**config.mk**
```make
export PLATFORM = sky130hd
export DESIGN_NAME = throttled_req_issuer
export DESIGN_NICKNAME = d
export VERILOG_FILES = /design/src/rtl/issuer_pkg.sv /design/src/rtl/req_fifo.sv /design/src/rtl/issue_budget.sv /design/src/rtl/chan_issuer.sv /design/src/rtl/throttled_req_issuer.sv
export SDC_FILE = /design/constraint.sdc
export NUM_CORES = 2
export LEC_CHECK = 0
export BUFFER_PORTS_ARGS = -buffer_cell sky130_fd_sc_hd__buf_2
export CELL_PAD_IN_SITES_DETAIL_PLACEMENT = 0
export CELL_PAD_IN_SITES_GLOBAL_PLACEMENT = 2
export CORE_MARGIN = 5
export CORE_UTILIZATION = 41
export CTS_CLUSTER_DIAMETER = 80
export DETAILED_ROUTE_END_ITERATION = 6
export PLACE_DENSITY_LB_ADDON = 0.15
export SKIP_CTS_REPAIR_TIMING = 1
export SYNTH_ARGS = -nofsm -noshare
export SYNTH_HDL_FRONTEND = slang
export SYNTH_SLANG_ARGS = --single-unit
```
**constraint.sdc**
```tcl
create_clock -name clk -period 20.3 [get_ports clk]
set_clock_uncertainty 0.2 [all_clocks]
set_input_delay 4.06 -clock clk [delete_from_list [all_inputs] [get_ports clk]]
set_output_delay 4.06 -clock clk [all_outputs]
set_load 0.005 [all_outputs]
```
**src/rtl/issuer_pkg.sv**
```systemverilog
package issuer_pkg;

  // Further requests the downstream port tolerates after almost-full rises.
  localparam int unsigned ALLOWANCE = 8;

  // Budget requested by a parameter, kept inside 1..ALLOWANCE.
  function automatic int unsigned clamp_limit(int unsigned req);
    if (req > ALLOWANCE) return ALLOWANCE;
    if (req == 0)        return 1;
    return req;
  endfunction

  // A channel may issue when the port is not nearly full or budget remains.
  function automatic logic budget_open(int unsigned used, logic af, int unsigned limit);
    return (!af) || (used < limit);
  endfunction

  // Budget use after an edge: refilled when almost-full is low.
  function automatic int unsigned budget_next(int unsigned used, logic af, logic fired);
    if (!af)   return 0;
    if (fired) return used + 1;
    return used;
  endfunction

  // Ring pointer advance for a queue of any depth.
  function automatic int unsigned ring_next(int unsigned ptr, int unsigned depth);
    return (ptr + 1 == depth) ? 0 : ptr + 1;
  endfunction

endpackage

```
**src/rtl/req_fifo.sv**
```systemverilog
module req_fifo #(
  parameter int unsigned W     = 8,
  parameter int unsigned DEPTH = 4
) (
  input  logic         clk,
  input  logic         rst_n,
  input  logic         push,
  input  logic [W-1:0] wdata,
  input  logic         pop,
  output logic [W-1:0] rdata,
  output logic         empty,
  output logic         full
);
  localparam int unsigned PW = (DEPTH > 1) ? $clog2(DEPTH) : 1;
  localparam int unsigned OW = $clog2(DEPTH + 1);

  logic [W-1:0]  mem [DEPTH];
  logic [PW-1:0] wr_ptr, rd_ptr;
  logic [OW-1:0] occ;

  assign empty = (occ == '0);
  assign full  = (occ == OW'(DEPTH));
  assign rdata = mem[rd_ptr];

  always_ff @(posedge clk) begin
    if (push) mem[wr_ptr] <= wdata;
  end

  always_ff @(posedge clk) begin
    if (!rst_n) begin
      wr_ptr <= '0;
      rd_ptr <= '0;
      occ    <= '0;
    end else begin
      if (push) wr_ptr <= PW'(issuer_pkg::ring_next(int'(wr_ptr), DEPTH));
      if (pop)  rd_ptr <= PW'(issuer_pkg::ring_next(int'(rd_ptr), DEPTH));
      case ({push, pop})
        2'b10:   occ <= occ + 1'b1;
        2'b01:   occ <= occ - 1'b1;
        default: occ <= occ;
      endcase
    end
  end
endmodule

```
**src/rtl/issue_budget.sv**
```systemverilog
module issue_budget #(
  parameter int unsigned LIMIT = 8,
  localparam int unsigned CW   = $clog2(LIMIT + 1)
) (
  input  logic          clk,
  input  logic          rst_n,
  input  logic          almost_full,
  input  logic          fired,
  output logic          open,
  output logic [CW-1:0] used
);
  logic [CW-1:0] used_q;

  assign used = used_q;
  assign open = issuer_pkg::budget_open(int'(used_q), almost_full, LIMIT);

  always_ff @(posedge clk) begin
    if (!rst_n) used_q <= '0;
    else        used_q <= CW'(issuer_pkg::budget_next(int'(used_q), almost_full, fired));
  end
endmodule

```
**src/rtl/chan_issuer.sv**
```systemverilog
module chan_issuer #(
  parameter int unsigned W     = 74,
  parameter int unsigned DEPTH = 4,
  parameter int unsigned LIMIT = 8,
  localparam int unsigned CW   = $clog2(LIMIT + 1)
) (
  input  logic          clk,
  input  logic          rst_n,
  input  logic          in_valid,
  output logic          in_ready,
  input  logic [W-1:0]  in_payload,
  input  logic          almost_full,
  output logic          out_valid,
  output logic [W-1:0]  out_payload,
  output logic          issue,
  output logic          pending,
  output logic          budget_ok,
  output logic [CW-1:0] budget_used
);
  logic         q_empty, q_full, q_push;
  logic [W-1:0] q_head;

  assign pending  = !q_empty;
  assign issue    = pending && budget_ok;
  assign in_ready = !q_full && budget_ok;
  assign q_push   = in_valid && in_ready;

  req_fifo #(.W(W), .DEPTH(DEPTH)) u_queue (
    .clk   (clk),
    .rst_n (rst_n),
    .push  (q_push),
    .wdata (in_payload),
    .pop   (issue),
    .rdata (q_head),
    .empty (q_empty),
    .full  (q_full)
  );

  issue_budget #(.LIMIT(LIMIT)) u_budget (
    .clk         (clk),
    .rst_n       (rst_n),
    .almost_full (almost_full),
    .fired       (issue),
    .open        (budget_ok),
    .used        (budget_used)
  );

  always_ff @(posedge clk) begin
    if (!rst_n) begin
      out_valid   <= 1'b0;
      out_payload <= '0;
    end else begin
      out_valid <= issue;
      if (issue) out_payload <= q_head;
    end
  end
endmodule

```
**src/rtl/throttled_req_issuer.sv**
```systemverilog
module throttled_req_issuer #(
  parameter int unsigned RD_HDR_W  = 74,
  parameter int unsigned WR_HDR_W  = 80,
  parameter int unsigned WR_DATA_W = 512,
  parameter int unsigned DEPTH     = 4,
  parameter int unsigned LIMIT     = issuer_pkg::ALLOWANCE
) (
  input  logic                 clk,
  input  logic                 rst_n,
  input  logic                 rd_in_valid,
  output logic                 rd_in_ready,
  input  logic [RD_HDR_W-1:0]  rd_in_hdr,
  input  logic                 wr_in_valid,
  output logic                 wr_in_ready,
  input  logic [WR_HDR_W-1:0]  wr_in_hdr,
  input  logic [WR_DATA_W-1:0] wr_in_data,
  input  logic                 rd_almost_full,
  input  logic                 wr_almost_full,
  output logic                 rd_out_valid,
  output logic [RD_HDR_W-1:0]  rd_out_hdr,
  output logic                 wr_out_valid,
  output logic [WR_HDR_W-1:0]  wr_out_hdr,
  output logic [WR_DATA_W-1:0] wr_out_data
);
  localparam int unsigned EFF_LIMIT = issuer_pkg::clamp_limit(LIMIT);
  localparam int unsigned CNT_W     = $clog2(EFF_LIMIT + 1);
  localparam int unsigned WR_W      = WR_HDR_W + WR_DATA_W;

  // Named internal events, brought out for the checker.
  logic             rd_issue, rd_pending, rd_open;
  logic             wr_issue, wr_pending, wr_open;
  logic [CNT_W-1:0] rd_used, wr_used;
  logic [WR_W-1:0]  wr_out_beat;

  chan_issuer #(.W(RD_HDR_W), .DEPTH(DEPTH), .LIMIT(EFF_LIMIT)) u_rd_chan (
    .clk         (clk),
    .rst_n       (rst_n),
    .in_valid    (rd_in_valid),
    .in_ready    (rd_in_ready),
    .in_payload  (rd_in_hdr),
    .almost_full (rd_almost_full),
    .out_valid   (rd_out_valid),
    .out_payload (rd_out_hdr),
    .issue       (rd_issue),
    .pending     (rd_pending),
    .budget_ok   (rd_open),
    .budget_used (rd_used)
  );

  chan_issuer #(.W(WR_W), .DEPTH(DEPTH), .LIMIT(EFF_LIMIT)) u_wr_chan (
    .clk         (clk),
    .rst_n       (rst_n),
    .in_valid    (wr_in_valid),
    .in_ready    (wr_in_ready),
    .in_payload  ({wr_in_hdr, wr_in_data}),
    .almost_full (wr_almost_full),
    .out_valid   (wr_out_valid),
    .out_payload (wr_out_beat),
    .issue       (wr_issue),
    .pending     (wr_pending),
    .budget_ok   (wr_open),
    .budget_used (wr_used)
  );

  assign wr_out_hdr  = wr_out_beat[WR_W-1:WR_DATA_W];
  assign wr_out_data = wr_out_beat[WR_DATA_W-1:0];
endmodule

```
; ---- Word level (Yosys, flattened, before mapping)
; Memory sizes are Yosys's and may differ from the RTL's. A register that Yosys moved wholly into a read port is not among the register bits.
; Index checks and enable logic that the tools add are counted.
[totals]
ff_bits = 24
mem_bits_rw = 2664
input_bits = 672
output_inout_bits = 670
n_memories = 2
[classes]
addsub = 10
order_cmp = 2
n_eq_ne = 10
n_mux = 22
bitwise = 1
n_reduce_logical = 22
[memory_table]
columns = memory, words, width, rd, rd_ports_with_merged_regs, wr, line_no
row1 = u_wr_chan.u_queue.mem, 4, 592, 1, 1, 1, req_fifo.sv:17  ; logic [W-1:0] mem [DEPTH];
row2 = u_rd_chan.u_queue.mem, 4, 74, 1, 1, 1, req_fifo.sv:17
[ops]
columns = operator, count
row1 = 3-bit equality test (second input constant), 6
row2 = 1-bit two-way mux, 14
row3 = 2-bit by 1-bit adder with 3-bit output (second input constant), 4
row4 = 3-bit one-hot mux with 2 select lines, 2
row5 = 4-bit by 1-bit adder with 4-bit output (second input constant), 2
row6 = 1-bit logical NOT, 8
row7 = 4-bit < comparator (second input constant), 2
row8 = 2-bit two-way mux, 4
row9 = 4-bit two-way mux, 2
row10 = 3-bit by 1-bit adder with 3-bit output (second input constant), 2
row11 = 1-bit logical AND, 6
row12 = 3-bit logical NOT, 2
row13 = 3-bit by 1-bit subtractor with 3-bit output (second input constant), 2
row14 = 2-bit by 1-bit equality test with 1-bit output (second input constant), 2
row15 = 2-bit equality test (second input constant), 2
row16 = 2-bit nonzero test, 2
row17 = 2-bit OR reduction, 2
row18 = 1-bit logical OR, 2
row19 = 1-bit inverter, 1

; ---- Logic depth before layout (Yosys ltp)
[depth]
ltp_word = 6
ltp_mapped = 10
mapped_depth_nobuf = 9

; ---- Modules after synthesis
; A second synthesis with hierarchy kept.
[unflattened]
cells_unflattened = 6508
area_unflattened_um2 = 124997.4
[by_module_without_submodules]
columns = module, n_inst, cells_each, area_per_inst_um2
row1 = req_fifo (u_wr_chan.u_queue), 1, 3139, 86526.7
row2 = chan_issuer (u_wr_chan), 1, 2572, 23951.7
row3 = req_fifo (u_rd_chan.u_queue), 1, 433, 11144.4
row4 = chan_issuer (u_rd_chan), 1, 328, 3019.1
row5 = issue_budget, 2, 18, 177.7

; ---- Least setup slack after synthesis
; No wires, ideal clock.
[synth_path]
path_kind = input to register
startpoint = input port wr_almost_full
endpoint = memory u_wr_chan.u_queue.mem[3][0] (netlist name), enable pin
setup_time_ns = 1.036
arrival_time_ns = 18.187
setup_slack_ns = 0.878
stages = 4
path_buffers = 1
cell_sequence = and2_1 > clkbuf_1 > nor3b_2 > and2_1
[synth_between]
elab_chain_len = 6
[synth_lines]
columns = element, line_no
row1 = from (decl), throttled_req_issuer.sv:18  ; input logic wr_almost_full,
row2 = 1-bit logical NOT, issuer_pkg.sv:15  ; return (!af) || (used < limit);
row3 = 1-bit logical OR, issuer_pkg.sv:15
row4 = 1-bit logical AND, chan_issuer.sv:25  ; assign in_ready = !q_full && budget_ok;
row5 = 1-bit logical AND, chan_issuer.sv:26  ; assign q_push = in_valid && in_ready;
row6 = 1-bit two-way mux, req_fifo.sv:26  ; if (push) mem[wr_ptr] <= wdata;
row7 = 1-bit two-way mux (implied by the code), req_fifo.sv:26
row8 = to (decl), req_fifo.sv:17
; Every way passes these cells.

; ---- Worst setup path in the final report
[layout_path]
startpoint = input port wr_almost_full
endpoint = output port wr_in_ready
[layout_between]
elab_chain_len = 3
[layout_lines]
columns = element, line_no
row1 = 1-bit logical NOT, issuer_pkg.sv:15
row2 = 1-bit logical OR, issuer_pkg.sv:15
row3 = 1-bit logical AND, chan_issuer.sv:25
row4 = to (decl), throttled_req_issuer.sv:14  ; output logic wr_in_ready,
; Every way passes these cells.

==> results_dict.tcl <==
set metrics [dict create \
    path_common_cell "buf_2" \
    p_leak_nw 49.0 \
    fp.dieH_um 544 \
    synth_seq_cells 3354 \
    slowest_stage "and2_1" \
    clock_latency_ns 0.92 \
    yosys_warnings 0 \
    wire_per_inst_um 29.5 \
    grt.busiest_layer "met2" \
    status "completed" \
    area_growth_syn_to_layout_pct 19.9 \
    htree_levels 5 \
    grt_max_degree 187 \
    hold_viol 0 \
    r2r_cells 8 \
    slew_headroom_pct 22.6 \
    path_max_fanout 12 \
    critPathLaunch "wr_almost_full" \
    io_buffers 1341 \
    met2_usage_pct 33.0 \
    cts_buffer_depth 4 \
    fin_nets 7273 \
    fmax_mhz 110 \
    yosys.area_share.adder_pct 0.184 \
    fin_crit_ns 9.13 \
    maxCapViolations 0 \
    fp-row-count 196 \
    end_kind "primary output" \
    via_per_inst 5.37 \
    grtUsageTotal_pct 20.9 \
    vias 57780 \
    grt_pass1_vias 58645 \
    synth_cell_type_count 29 \
    grt_first_pass_wirelength_um 443000 \
    synth_fp_nets 5800 \
    cts_tree "yes" \
    cp.required_ns 16.04 \
    setup.worst_path.class "in2out" \
    rsz0062_at_grt "no" \
    synthCells 5112 \
    avgSynthCellArea_um2 22.9 \
    grt_antenna_before_repair 286 \
    slew_violations 0 \
    drtIter0Drc 4165 \
    crit_end "wr_in_ready" \
    powerDensity_nw_per_um2 146 \
    totalNegativeSetupSlack_ns 0 \
    synth_mux_area_share_pct 12.9 \
    final-setup-viol-count 0 \
    overflow 0 \
    ios 1342 \
    ff2ff_setup_slack_ns 15.06 \
    core-area_um2 284000 \
    fp.dieW_um 544 \
    die-area_um2 296000 \
    cts_root_buffer "clkbuf_16" \
    synthXorXnorAreaFrac_pct 0.0300 \
    initial_core_util_pct 41.1 \
    synthSimpleGateAreaFrac_pct 0.290 \
    drt_pass1_iterations 7 \
    clk_pin_slew_ns 0.06 \
    synth_top_cells_by_area "edfxtp_1 68%, mux4_2 13%, dfxtp_1 12%" \
    synth_top_area_share_pct 68.5 \
    drc_errors 0 \
    ant_nets 0 \
    cp-start-kind "input port" \
    cp.arrival_ns 4.87 \
    cts_buffers 352 \
    dp_hpwl_um 201000 \
    drive_gt1_share_pct 38.5 \
    synth_top_family_by_area "multiplexers" \
    max-vdd-ir-drop_mv 0.107 \
    grt_util_met3_pct 8.40 \
    detail_route.wirelength_um 318000 \
    hp-class "reg2reg" \
    crit_path_max_incr_delay_ns 0.42 \
    synth.largest_area_cell "edfxtp_1" \
    synth_area_um2 117000 \
    gr-usage-met1_pct 26.3 \
    fin_crit_sh_pct 45.0 \
    cts_num_sinks 3354 \
    yosysSeqAreaShare_pct 80.3 \
    r2r-end "u_wr_chan.u_queue.mem[0][422]" \
    r2r-start "u_wr_chan.u_budget.used[3]" \
    synth-compound-area-share_pct 5.13 \
    crit_path_cell_trace "buf_2 -> and2_1 -> nor2_1 -> buf_2" \
    power_mw 20.4 \
    gp_congestion 0.761 \
    worst_slew_pin_slew_ns 1.16 \
]
==> worst min-delay path by stage <==
stage,end,startpoint,cells past startpoint,slack [ns]
after global placement,u_wr_chan.out_payload[274],u_wr_chan.out_payload[274],1,0.25
after global routing,u_rd_chan.out_payload[53],u_rd_chan.out_payload[53],1,0.28
after detailed placement,u_rd_chan.out_payload[40],u_rd_chan.out_payload[40],1,0.26
after CTS,u_rd_chan.out_payload[11],u_rd_chan.out_payload[11],1,0.28
final,u_wr_chan.out_payload[66],u_wr_chan.out_payload[66],1,0.27
after floorplan,u_rd_chan.u_budget.used[2],u_rd_chan.u_budget.used[2],2,0.25
==> placed cells by master (no fill, tap or decap), types with 6 or more instances in the layout <==
master	n
nor2_1	12
or3_1	8
a22o_1	666
a21oi_1	16
clkinv_2	53
o21ai_0	10
ha_1	14
diode_2	97
clkbuf_1	78
inv_6	7
buf_2	1341
clkbuf_16	360
and2_4	8
buf_12	15
bufinv_16	33
nand2_1	10
clkbuf_8	65
dfxtp_1	686
clkinvlp_4	10
inv_1	14
edfxtp_1	2664
buf_4	62
clkinv_1	31
mux4_2	666
clkinv_8	6
==> state kept, by name, indices dropped and copies added (netlist names) <==
register,cells
u_rd_chan.u_queue.wr_ptr,2
u_wr_chan.u_queue.occ,3
u_rd_chan.u_queue.mem,296
u_wr_chan.u_queue.mem,2368
u_wr_chan.out_payload,592
u_rd_chan.u_queue.rd_ptr,2
u_wr_chan.u_queue.wr_ptr,2
u_rd_chan.u_queue.occ,3
u_wr_chan.u_queue.rd_ptr,2
u_rd_chan.u_budget.used,4
u_wr_chan.u_budget.used,4
u_rd_chan.out_payload,74
u_rd_chan.out_valid,1
u_wr_chan.out_valid,1
==> through the flow <==
step	area, µm²	std cells	setup slack (ns)	utilization, %	hold slack [ns]
6_report	140000	10750	11.17	49.2	0.272
3_5_place_dp	128000	9993	10.91	44.9	0.258
5_1_grt	140000	10689	11.11	49.2	0.284
4_1_cts	140000	10653	11.19	49.2	0.275
3_3_place_gp	128000	9993	10.90	44.9	0.255
2_1_floorplan	117000	5112	0.878	-	0.248
==> routing by layer <==
| layer | share of wire [%] | wire [µm] | vias to the layer above |
|---|---|---|---|
| met5 | 0.32 | 1010 | - |
| met3 | 10 | 33200 | 779 |
| met1 | 38 | 122000 | 30107 |
| met4 | 3.4 | 10900 | 154 |
| li1 | - | - | 24714 |
| met2 | 47 | 150000 | 2026 |
==> logic make-up after synthesis <==
logic type / Yosys count
adders and majority gates: 16
muxes: 670
AOI/OAI and AO/OA: 696
and+or+nand+nor: 58
xor gates and xnor gates: 4
DFF: 3354
buffers and inverters: 314
==> Yosys cell counts <==
master and n:
a21oi_1 17, edfxtp_1 2664, nor3b_2 2, clkbuf_1 141
a21oi_2 1, and3_1 2, ha_1 14, nor3_2 2
and2_1 10, or3_1 8, fa_1 2, o31ai_1 2
nand2_1 10, xor2_1 4, mux2i_1 4, inv_2 1
nor3_1 1, o21ai_0 10, nor2_1 12, nor3b_1 2
mux4_2 666, dfxtp_1 690, buf_2 157, a22o_1 666
nand3_1 4, nor3_4 1, buf_4 1, or4_1 4
inv_1 14
==> report_power, final <==
group / switching (mW) / leakage [nW] / internal [mW]
Sequential: 0.586 / 30.1 / 8.62
Combinational: 2.56 / 12.9 / 2.08
Clock: 2.67 / 5.93 / 3.94
Total: 5.81 / 49.0 / 14.6
==> critical path, delay by kind of cell <==
family	cells	cell delay [ns]
and+or+nand+nor	2	0.54
buffers and inverters	2	0.28
==> cell type report <==
class                           count  area, µm²
Fill cell                       23472     144000
Sequential cell                  3354      93800
Multi-Input combinational cell   1444      21700
Clock buffer                      503      10200
Timing Repair Buffer             1418       7480
Tap cell                         3762       4710
Clock inverter                    157       1920
Antenna cell                       97        243
Inverter                           15       56.3
Note: power is estimated with default switching activity, not from simulation.
